$ cat config.mk
export PLATFORM = sky130hd
export DESIGN_NAME = spi_pin_bitbang
export DESIGN_NICKNAME = d
export VERILOG_FILES = /design/src/rtl/spi_pin_pkg.sv /design/src/rtl/spi_pin_regfile.sv /design/src/rtl/spi_pin_drive.sv /design/src/rtl/spi_pin_capture.sv /design/src/rtl/spi_pin_bitbang.sv
export SDC_FILE = /design/constraint.sdc
export NUM_CORES = 1
export LEC_CHECK = 0
export BUFFER_PORTS_ARGS = -buffer_cell sky130_fd_sc_hd__buf_4
export CAP_MARGIN = 10
export CELL_PAD_IN_SITES_DETAIL_PLACEMENT = 1
export CELL_PAD_IN_SITES_GLOBAL_PLACEMENT = 1
export CORE_MARGIN = 10
export CORE_UTILIZATION = 43
export DETAILED_ROUTE_END_ITERATION = 8
export PLACE_DENSITY = 0.94
export SYNTH_ARGS = -nofsm -noshare
export SYNTH_HDL_FRONTEND = slang
export SYNTH_HIERARCHICAL = 1
export SYNTH_SLANG_ARGS = --single-unit
$ cat constraint.sdc
create_clock -name clk -period 2.7 [get_ports clk]
set_input_delay 0.27 -clock clk [delete_from_list [all_inputs] [get_ports clk]]
set_output_delay 0.27 -clock clk [all_outputs]
set_load 0.05 [all_outputs]
$ cat src/rtl/spi_pin_pkg.sv
package spi_pin_pkg;

    parameter int unsigned CS_COUNT = 3;
    localparam int unsigned BUS_W   = 32;

    localparam logic [31:0] OFS_MODE  = 32'h0000_0000;
    localparam logic [31:0] OFS_CTRL  = 32'h0000_0004;
    localparam logic [31:0] OFS_PINS  = 32'h0000_0008;
    localparam logic [31:0] OFS_SHIFT = 32'h0000_000C;

    localparam int unsigned BIT_MODE = 0;
    localparam int unsigned BIT_DOUT = 0;
    localparam int unsigned BIT_SCLK = 8;
    localparam int unsigned BIT_CS0  = 16;

    typedef enum logic [2:0] {
        SEL_NONE,
        SEL_MODE,
        SEL_CTRL,
        SEL_PINS,
        SEL_SHIFT
    } reg_sel_e;

    typedef struct packed {
        logic [CS_COUNT-1:0] cs_n;
        logic                clk;
        logic                dout;
    } pin_word_t;

    localparam pin_word_t PINS_IDLE = '{cs_n: '1, clk: 1'b0, dout: 1'b0};

    function automatic reg_sel_e decode_offset(input logic [31:0] ofs);
        case (ofs)
            OFS_MODE:  return SEL_MODE;
            OFS_CTRL:  return SEL_CTRL;
            OFS_PINS:  return SEL_PINS;
            OFS_SHIFT: return SEL_SHIFT;
            default:   return SEL_NONE;
        endcase
    endfunction

    function automatic pin_word_t unpack_pins(input logic [BUS_W-1:0] w);
        pin_word_t p;
        p.dout = w[BIT_DOUT];
        p.clk  = w[BIT_SCLK];
        p.cs_n = w[BIT_CS0 +: CS_COUNT];
        return p;
    endfunction

    function automatic logic [BUS_W-1:0] pack_pins(input pin_word_t p);
        logic [BUS_W-1:0] w;
        w = '0;
        w[BIT_DOUT]             = p.dout;
        w[BIT_SCLK]             = p.clk;
        w[BIT_CS0 +: CS_COUNT]  = p.cs_n;
        return w;
    endfunction

endpackage

$ cat src/rtl/spi_pin_regfile.sv
module spi_pin_regfile
    import spi_pin_pkg::*;
#(
    parameter int unsigned ADDR_W  = 8,
    parameter int unsigned SHIFT_W = 32
) (
    input  logic              clk,
    input  logic              rst,
    input  logic [ADDR_W-1:0] addr,
    input  logic              we,
    input  logic [BUS_W-1:0]  wdata,
    input  logic [SHIFT_W-1:0] shift_q,
    output logic [BUS_W-1:0]  rdata,
    output logic              mode_en,
    output pin_word_t         pins_q
);

    reg_sel_e         sel;
    logic [BUS_W-1:0] ctrl_q;

    always_comb sel = decode_offset(32'(addr));

    always_ff @(posedge clk) begin
        if (rst) begin
            mode_en <= 1'b0;
            ctrl_q  <= '0;
            pins_q  <= PINS_IDLE;
        end else if (we) begin
            case (sel)
                SEL_MODE: mode_en <= wdata[BIT_MODE];
                SEL_CTRL: ctrl_q  <= wdata;
                SEL_PINS: pins_q  <= unpack_pins(wdata);
                default:  ;
            endcase
        end
    end

    always_comb begin
        case (sel)
            SEL_MODE:  rdata = BUS_W'(mode_en);
            SEL_CTRL:  rdata = ctrl_q;
            SEL_PINS:  rdata = pack_pins(pins_q);
            SEL_SHIFT: rdata = BUS_W'(shift_q);
            default:   rdata = '0;
        endcase
    end

endmodule

$ cat src/rtl/spi_pin_drive.sv
module spi_pin_drive
    import spi_pin_pkg::*;
(
    input  logic                clk,
    input  logic                rst,
    input  logic                mode_en,
    input  pin_word_t           pins_q,
    output logic                sclk,
    output logic                mosi,
    output logic [CS_COUNT-1:0] cs_n,
    output logic                sclk_rise
);

    pin_word_t live;
    logic      sclk_prev;

    always_comb live = mode_en ? pins_q : PINS_IDLE;

    for (genvar i = 0; i < CS_COUNT; i++) begin : g_cs
        assign cs_n[i] = live.cs_n[i];
    end

    assign sclk = live.clk;
    assign mosi = live.dout;

    always_ff @(posedge clk) begin
        if (rst) sclk_prev <= 1'b0;
        else     sclk_prev <= live.clk;
    end

    assign sclk_rise = live.clk & ~sclk_prev;

endmodule

$ cat src/rtl/spi_pin_capture.sv
module spi_pin_capture #(
    parameter int unsigned SHIFT_W = 32
) (
    input  logic               clk,
    input  logic               rst,
    input  logic               sclk_rise,
    input  logic               miso,
    output logic [SHIFT_W-1:0] shift_q
);

    always_ff @(posedge clk) begin
        if (rst)            shift_q <= '0;
        else if (sclk_rise) shift_q <= {shift_q[SHIFT_W-2:0], miso};
    end

endmodule

$ cat src/rtl/spi_pin_bitbang.sv
module spi_pin_bitbang
    import spi_pin_pkg::*;
#(
    parameter int unsigned ADDR_W  = 8,
    parameter int unsigned SHIFT_W = 32
) (
    input  logic                clk,
    input  logic                rst,
    input  logic [ADDR_W-1:0]   bus_addr,
    input  logic                bus_we,
    input  logic [BUS_W-1:0]    bus_wdata,
    output logic [BUS_W-1:0]    bus_rdata,
    input  logic                miso,
    output logic                sclk,
    output logic                mosi,
    output logic [CS_COUNT-1:0] cs_n
);

    logic               mode_en;
    pin_word_t          pins_q;
    logic               sclk_rise;
    logic [SHIFT_W-1:0] shift_q;

    spi_pin_regfile #(.ADDR_W(ADDR_W), .SHIFT_W(SHIFT_W)) u_regs (
        .clk     (clk),
        .rst     (rst),
        .addr    (bus_addr),
        .we      (bus_we),
        .wdata   (bus_wdata),
        .shift_q (shift_q),
        .rdata   (bus_rdata),
        .mode_en (mode_en),
        .pins_q  (pins_q)
    );

    spi_pin_drive u_drive (
        .clk       (clk),
        .rst       (rst),
        .mode_en   (mode_en),
        .pins_q    (pins_q),
        .sclk      (sclk),
        .mosi      (mosi),
        .cs_n      (cs_n),
        .sclk_rise (sclk_rise)
    );

    spi_pin_capture #(.SHIFT_W(SHIFT_W)) u_cap (
        .clk       (clk),
        .rst       (rst),
        .sclk_rise (sclk_rise),
        .miso      (miso),
        .shift_q   (shift_q)
    );

endmodule

; Word level (Yosys, flattened, before mapping)
; Cells that the tools add are included.
[word_totals]
word_cells = 23
ff_bits = 71
input_bits = 44
output_inout_bits = 37
[classes]
n_reduce_logical = 4
bitwise_logic = 2
muxes = 3
n_eq_ne = 7
[op_table]
columns = op, n
row1 = $pmux W32 S4, 1
row2 = $eq A8 B4 Y1 const B, 2
row3 = $pmux W3 S4, 1
row4 = $eq A8 B3 Y1 const B, 1
row5 = $logic_not A8 Y1, 1
row6 = $eq A3 B2 Y1 const B, 2
row7 = $reduce_and A2 Y1, 3
row8 = $mux W5, 1
row9 = $eq A3 B1 Y1 const B, 1
row10 = $eq A3 B3 Y1 const B, 1
row11 = $and A1 B1 Y1, 1
row12 = $not A1 Y1, 1

; Logic depth before layout (Yosys ltp)
; Gate-level depths: netlist of the first run.
[depth]
ltp_word = 4
ltp_mapped = 6
ltp_nobuf = 3

; Cells and area by module
; The synthesis of the first run kept the hierarchy.
[modules_own_cells]
columns = mod, cells_per_inst, seq_area_each_um2, instances, area_each_um2
row1 = spi_pin_regfile, 247, 760.7, 1, 2133.3
row2 = spi_pin_capture, 103, 640.6, 1, 1163.6
row3 = spi_pin_drive, 8, 20.0, 1, 71.3

; Least setup slack after synthesis of the first run
; No wires, ideal clock.
[synth_timing]
path_type = in2out
from = in bus_addr[5]
to = out bus_rdata[10]
t_required_ns = 2.430
slack_ns = 0.643
stages = 4
path_buffers = 1
arrival_ns = 1.787
cell_sequence = nor4_2 > nand3_1 > clkbuf_1 > nor2_1
[synth_between]
elab_chain_len = 4
word_cells_on_any_way = 10
classes_between = eq/ne: 7 / mux: 2 / reduce/logical: 1
[synth_lines]
columns = item, line
row1 = "start, declared", spi_pin_bitbang.sv:9  ; input logic [ADDR_W-1:0] bus_addr,
row2 = $eq A8 B4 Y1 (tied with other cells), spi_pin_pkg.sv:33  ; case (ofs)
row3 = $pmux W3 S4 (*), spi_pin_pkg.sv:33
row4 = $eq A3 B3 Y1 (tied with other cells), spi_pin_regfile.sv:39  ; case (sel)
row5 = $pmux W32 S4 (*), spi_pin_regfile.sv:39
row6 = "end, declared", spi_pin_bitbang.sv:12  ; output logic [BUS_W-1:0] bus_rdata,
; Every way passes the cells marked *; elsewhere a longest branch is shown, timed or not.

; Worst setup path after layout of the first run
[layout_timing]
from = reg u_regs.mode_en
to = out bus_rdata[0]
[layout_between]
elab_chain_len = 1
[layout_lines]
columns = item, line
row1 = "start, declared", spi_pin_regfile.sv:14  ; output logic mode_en,
row2 = "start signal, assigned", spi_pin_regfile.sv:30  ; SEL_MODE: mode_en <= wdata[BIT_MODE];
row3 = $pmux W32 S4, spi_pin_regfile.sv:39
; Every way passes these cells.

==> flow_metrics.env, run 1 <==
export IMPL_status="completed"
export IMPL_grt_overflow=0
export IMPL_synth_enable_flop_cells=0
export IMPL_syn_num_nets=402
export IMPL_die_h_um=109
export IMPL_clk_pin_slew_ns=0.08
export IMPL_hold_depth=3
export IMPL_yosys_area_top_type_share_pct=42.2
export IMPL_antenna_found_initial=0
export IMPL_rr_worst_depth=4
export IMPL_max_freq_ghz=0.508
export IMPL_final_period_utilization_pct=73.0
export IMPL_ys_ff_latch=71
export IMPL_wl_mm=10.0
export IMPL_antenna_cells=0
export IMPL_place_congestion=0.775
export IMPL_ant_nets=0
export IMPL_areaGrowthSynthToFinish_pct=21.8
export IMPL_ios=81
export IMPL_netlist_area_um2=3370
export IMPL_rsz0062_at_grt="no"
export IMPL_required_ns=2.43
export IMPL_core_um2=7690
export IMPL_fin_crit_ns=1.97
export IMPL_end_kind="output pin"
export IMPL_vias=2787
export IMPL_hold_class="input port to flip-flop"
export IMPL_ys_top_cells_by_count="96 x mux2i_1, 71 x dfxtp_1, 70 x nor2_1, 67 x nand2_1, 11 x clkbuf_1"
export IMPL_via_per_inst=5.19
export IMPL_leakagePower_nw=1.60
export IMPL_root_buffer="clkbuf_8"
export IMPL_worst_hold_slack_ns=0.173
export IMPL_first_global_vias=3072
export IMPL_ys_warn_count=6
export IMPL_drc=0
export IMPL_min_from="bus_wdata[5]"
export IMPL_cts_sinks=71
export IMPL_grt_max_degree=47
export IMPL_cts_repair_resized=0
export IMPL_clk_latency_ns=0.35
export IMPL_yosysSeqAreaShare_pct=42.2
export IMPL_drive_gt1_share_pct=26.4
export IMPL_grt_total_usage_pct=17.2
export IMPL_initial_utilization_pct=43.8
export IMPL_power_density_nw_per_um2=470
export IMPL_yosysTopAreaCell="dfxtp_1"
export IMPL_hold_violations=0
export IMPL_hold_end="u_regs/ctrl_q[5]"
export IMPL_synthTopCellsByArea="dfxtp_1 42%, mux2i_1 29%, nor2_1 7.8%"
export IMPL_synthCells=358
export IMPL_skew_ns=0.0116
export IMPL_slew_headroom_pct=49.7
export IMPL_drtPass1Iterations=4
export IMPL_clk_path_buf_depth=2
export IMPL_drt_iter0_drc=145
export IMPL_cts_hold_buf=0
export IMPL_crit_reg2reg_launch="u_regs/mode_en"
export IMPL_die_w_um=109
export IMPL_synth_distinct_cells=29
export IMPL_cp_start_kind="flip-flop"
export IMPL_synth_top_flop_cell="dfxtp_1"
export IMPL_reg2reg_slack_ns=0.92
export IMPL_r2r_end="u_cap/shift_q[19]"
export IMPL_postLayoutCellArea_um2=4100
export IMPL_num_nets_final=475
export IMPL_tightest_slew_ns=0.754
export IMPL_critPathMaxFanout=9
export IMPL_yosysMostFrequentCell="mux2i_1"
export IMPL_cp_arrival_ns=1.70
export IMPL_utilization_pct=53.4
export IMPL_rows=32
export IMPL_dpl_cell_area_um2=3940
export IMPL_dieArea_um2=11800
export IMPL_hpwl_mm=7.00
export IMPL_maxCapViolations=0
export IMPL_cts_tree="done"
export IMPL_syn_area_per_cell_um2=9.41
export IMPL_io_buffers=80
export IMPL_fin_tns_setup_ns=0
export IMPL_htree_num_levels=3
export IMPL_maxSlewViolCount=0
export IMPL_power_mw=1.93
export IMPL_grt_pass1_wl_mm=16.0
export IMPL_setup_viol=0
export IMPL_cts_buffers=9
export IMPL_criticalPathCategory="flip-flop to output pin"
export IMPL_async_flop_share_pct=0
export IMPL_wl_per_cell_um=18.7
export IMPL_irDropWorstVdd_v=0.000210
export IMPL_postCtsSetupBuffers=0
layer usage:
metal | routed length (µm) | vias to the layer above | part of all wire [%] | GRT usage, %
met5 | 0 | - | 0 | 0
met2 | 5260 | 72 | 52 | 30.6
met1 | 4030 | 1364 | 40 | 18.7
met3 | 585 | 14 | 5.8 | 5.23
met4 | 163 | 0 | 1.6 | 7.25
li1 | - | 1337 | - | -
worst max-delay path by stage:
stage / to / depth (start not counted) / slack (ns) / start
after floorplan: bus_rdata[10] / 4 / 0.64 / bus_addr[5]
after global placement: u_regs/ctrl_q[24] / 5 / 0.81 / bus_addr[3]
after detailed placement: u_regs/ctrl_q[25] / 5 / 0.69 / bus_addr[3]
after CTS: bus_rdata[0] / 3 / 0.72 / u_regs/mode_en
after global routing: bus_rdata[0] / 3 / 0.68 / u_regs/mode_en
final: bus_rdata[0] / 3 / 0.73 / u_regs/mode_en
final cells by class:
cell class                 instances  area, µm²
timing repair buffer              87        653
clock inverter                     4       22.5
inverter                           1       3.75
tap                              102        128
multi-input combinational        261       1730
sequential                        71       1420
fill                             931       3590
clock buffer                      11        141
critical path: stages (launching register included):
cell and delay (ns):
dfxtp_1 0.42, mux4_2 0.51, and3_1 0.22, buf_4 0.19
stage by stage:
stage / instances / setup slack (ns)
floorplan: 358 / 0.643
global placement: 522 / 0.812
detailed placement: 522 / 0.694
CTS: 537 / 0.717
global route: 537 / 0.679
finish: 537 / 0.730
where the power goes:
group          internal [mW]  switching [mW]
Clock                  0.349           0.398
Sequential              1.05        0.000458
Combinational         0.0633          0.0708
sequential cells by signal, summed over array words and instances, names as in the netlist:
signal,cells
u_cap/shift_q,32
u_drive/sclk_prev,1
u_regs/ctrl_q,32
u_regs/mode_en,1
u_regs/pins_q,5
cells in the final DEF, fill, tap and decap left out, drive strengths merged:
master and count:
nand2 67, clkinvlp 1, mux4 1, inv 1, and4 1, nor2b 1
and3b 2, clkbuf 11, nand2b 3, and2 2, or2 1, buf 87
or4 1, a22oi 4, nand3 1, and3 1, nor3 1, or3b 1
nor2 70, dfxtp 71, mux2 4, clkinv 3, o311ai 1, o31ai 1
nand3b 1, mux2i 96, nor4 1
kinds of logic (layout without fill, tap and decap cells):
group           after synthesis  in the layout  share of synthesized area (%)
simple gates                154            154                           19.4
mux                         101            101                           30.5
flops                        71             71                           42.2
buf+inv                      26            103                           6.46
compound gates                6              6                           1.37
No activity file was read; power rests on OpenSTA's default activity.
==> run 2, diff against run 1 <==
ABC_AREA = 1   (was not set)
CORE_UTILIZATION = 38   (was 43)
PLACE_DENSITY = 0.89   (was 0.94)
clock period = 1.85 ns   (was 2.7 ns; I/O delays follow)
==> run 2 against run 1 <==
Net effect: non-clock buffer count up 9; combinational power increased by 85%; setup slack got worse by 0.60 ns; clock skew down 0.0010 ns; synthesized area grew 16%; wire length is 21% higher; sequential cell count unchanged; design area grew 16%; clock power rose by 62%; first-iteration DRC count increased by 49%; largest power group unchanged; highest routed layer unchanged.
==> flow_metrics.env, run 2 <==
export IMPL_dieArea_um2=14700
export IMPL_hpwl_mm=9.13
export IMPL_first_global_vias=4073
export IMPL_required_ns=1.66
export IMPL_rsz0062_at_grt="no"
export IMPL_max_freq_ghz=0.580
export IMPL_end_kind="output pin"
export IMPL_syn_num_nets=635
export IMPL_synth_top_flop_cell="dfxtp_1"
export IMPL_grt_total_usage_pct=16.6
export IMPL_ys_top_cells_by_count="123 x nand2_1, 77 x nand3_1, 76 x nor2_1, 75 x inv_1, 71 x dfxtp_1"
export IMPL_synth_enable_flop_cells=0
export IMPL_drtPass1Iterations=4
export IMPL_netlist_area_um2=3910
export IMPL_fin_crit_ns=1.72
export IMPL_yosysMostFrequentCell="nand2_1"
export IMPL_synth_distinct_cells=19
export IMPL_yosysSeqAreaShare_pct=36.4
export IMPL_clk_latency_ns=0.35
export IMPL_cp_start_kind="input port"
export IMPL_maxSlewViolCount=0
export IMPL_drive_gt1_share_pct=30.7
export IMPL_core_um2=9910
export IMPL_grt_overflow=0
export IMPL_die_w_um=121
export IMPL_ys_ff_latch=71
export IMPL_maxCapViolations=0
export IMPL_hold_violations=0
export IMPL_cts_buffers=9
export IMPL_antenna_found_initial=0
export IMPL_rows=36
export IMPL_ios=81
export IMPL_irDropWorstVdd_v=0.000255
export IMPL_reg_top3="u_cap/shift_q: 32 flops, u_regs/ctrl_q: 32 flops, u_regs/pins_q: 5 flops"
export IMPL_cts_repair_resized=0
export IMPL_ant_nets=0
export IMPL_cts_hold_buf=0
export IMPL_drc=0
export IMPL_root_buffer="clkbuf_8"
export IMPL_num_nets_final=705
export IMPL_clk_path_buf_depth=2
export IMPL_yosysTopAreaCell="dfxtp_1"
export IMPL_grt_max_degree=65
export IMPL_skew_ns=0.0105
export IMPL_die_h_um=121
export IMPL_criticalPathCategory="input port to output pin"
export IMPL_final_cell_mix="123 x nand2_1, 89 x buf_4, 77 x nand3_1"
export IMPL_slew_headroom_pct=68.4
export IMPL_areaGrowthSynthToFinish_pct=22.2
export IMPL_via_per_inst=4.76
export IMPL_cts_tree="done"
export IMPL_mostFrequentLayoutCell="nand2_1"
export IMPL_critPathMaxFanout=35
export IMPL_synthTopCellsByArea="dfxtp_1 36%, nand2_1 12%, nand3_1 9.9%"
export IMPL_utilization_pct=48.2
export IMPL_power_mw=2.98
export IMPL_synthCells=591
export IMPL_vias=3796
export IMPL_power_density_nw_per_um2=625
export IMPL_postCtsSetupBuffers=0
export IMPL_drt_iter0_drc=216
export IMPL_clk_pin_slew_ns=0.07
export IMPL_grt_pass1_wl_mm=19.9
export IMPL_io_buffers=80
export IMPL_fin_tns_setup_ns=0
export IMPL_hold_class="input port to flip-flop"
export IMPL_leakagePower_nw=2.19
export IMPL_async_flop_share_pct=0
export IMPL_final_period_utilization_pct=93.1
export IMPL_yosys_area_top_type_share_pct=36.4
export IMPL_wl_per_cell_um=15.2
export IMPL_htree_num_levels=3
export IMPL_status="completed"
export IMPL_place_congestion=0.830
export IMPL_syn_area_per_cell_um2=6.61
export IMPL_ys_warn_count=6
export IMPL_cp_arrival_ns=1.54
export IMPL_initial_utilization_pct=39.4
export IMPL_antenna_cells=0
export IMPL_tightest_slew_ns=0.473
export IMPL_wl_mm=12.1
export IMPL_setup_viol=0
export IMPL_cts_sinks=71
run 2: changes by cell type in the layout (fill, tap and decap cells not counted), sizes merged, moves of 9 or more:
cell   before  now
buf        87   96
nor2       70  112
a21oi       0   35
mux2i      96    0
inv         1   77
nand2      67  181
nand3       1   77
run 2: where the power goes:
group	internal [mW]	total [mW]	switching, mW	leakage [nW]
logic	0.111	0.248	0.138	1.53
registers	1.53	1.53	0.00122	0.572
clock network	0.647	1.21	0.558	0.0896
run 2: critical path: stages:
cell     delay (ns)
buf_4          0.11
nor2_1         0.14
nand2_2        0.13
nor2_4         0.30
buf_12         0.23
nand2_1        0.09
nand2_1        0.12
buf_4          0.22
run 2: cell type report:
| type | count | area [µm²] |
|---|---|---|
| fill | 1347 | 5130 |
| multi-input combinational | 405 | 1910 |
| sequential | 71 | 1420 |
| timing repair buffer | 96 | 808 |
| inverter | 78 | 293 |
| tap | 133 | 166 |
| clock buffer | 13 | 149 |
| clock inverter | 1 | 30.0 |
run 2: metal layers:
layer  wire length, µm  track usage [%]  up-vias
li1                  -                -     1917
met1              5520             19.3     1804
met2              6060             29.0       57
met3               311             2.84       18
met4               251             7.45        0
met5                 0                0        -
run 2: worst paths after layout:
kind,startpoint,to,slack (ns),cells past startpoint
max,bus_addr[7],bus_rdata[7],0.13,8
min,rst,u_drive/sclk_prev,0.03,2
max reg2reg,u_regs/pins_q[1],u_cap/shift_q[31],0.59,6
min reg2reg,u_regs/ctrl_q[0],u_regs/ctrl_q[0],0.49,2
run 2: through the flow:
step	area [µm²]	setup WS, ns	cells	hold slack [ns]
finish	4780	0.127	797	0.0299
global placement	4600	0.174	783	0.399
detailed placement	4600	0.137	783	0.396
global route	4780	0.0320	797	0.0234
CTS	4780	0.140	797	0.0168
floorplan	3910	0.388	591	0.257
run 2: logic make-up after synthesis:
group | after synthesis | synth area share (%)
AND/OR/NAND/NOR | 370 | 44.2
buffers and inverters | 115 | 15.0
flip-flops | 71 | 36.4
AO/OA/AOI/OAI | 35 | 4.48
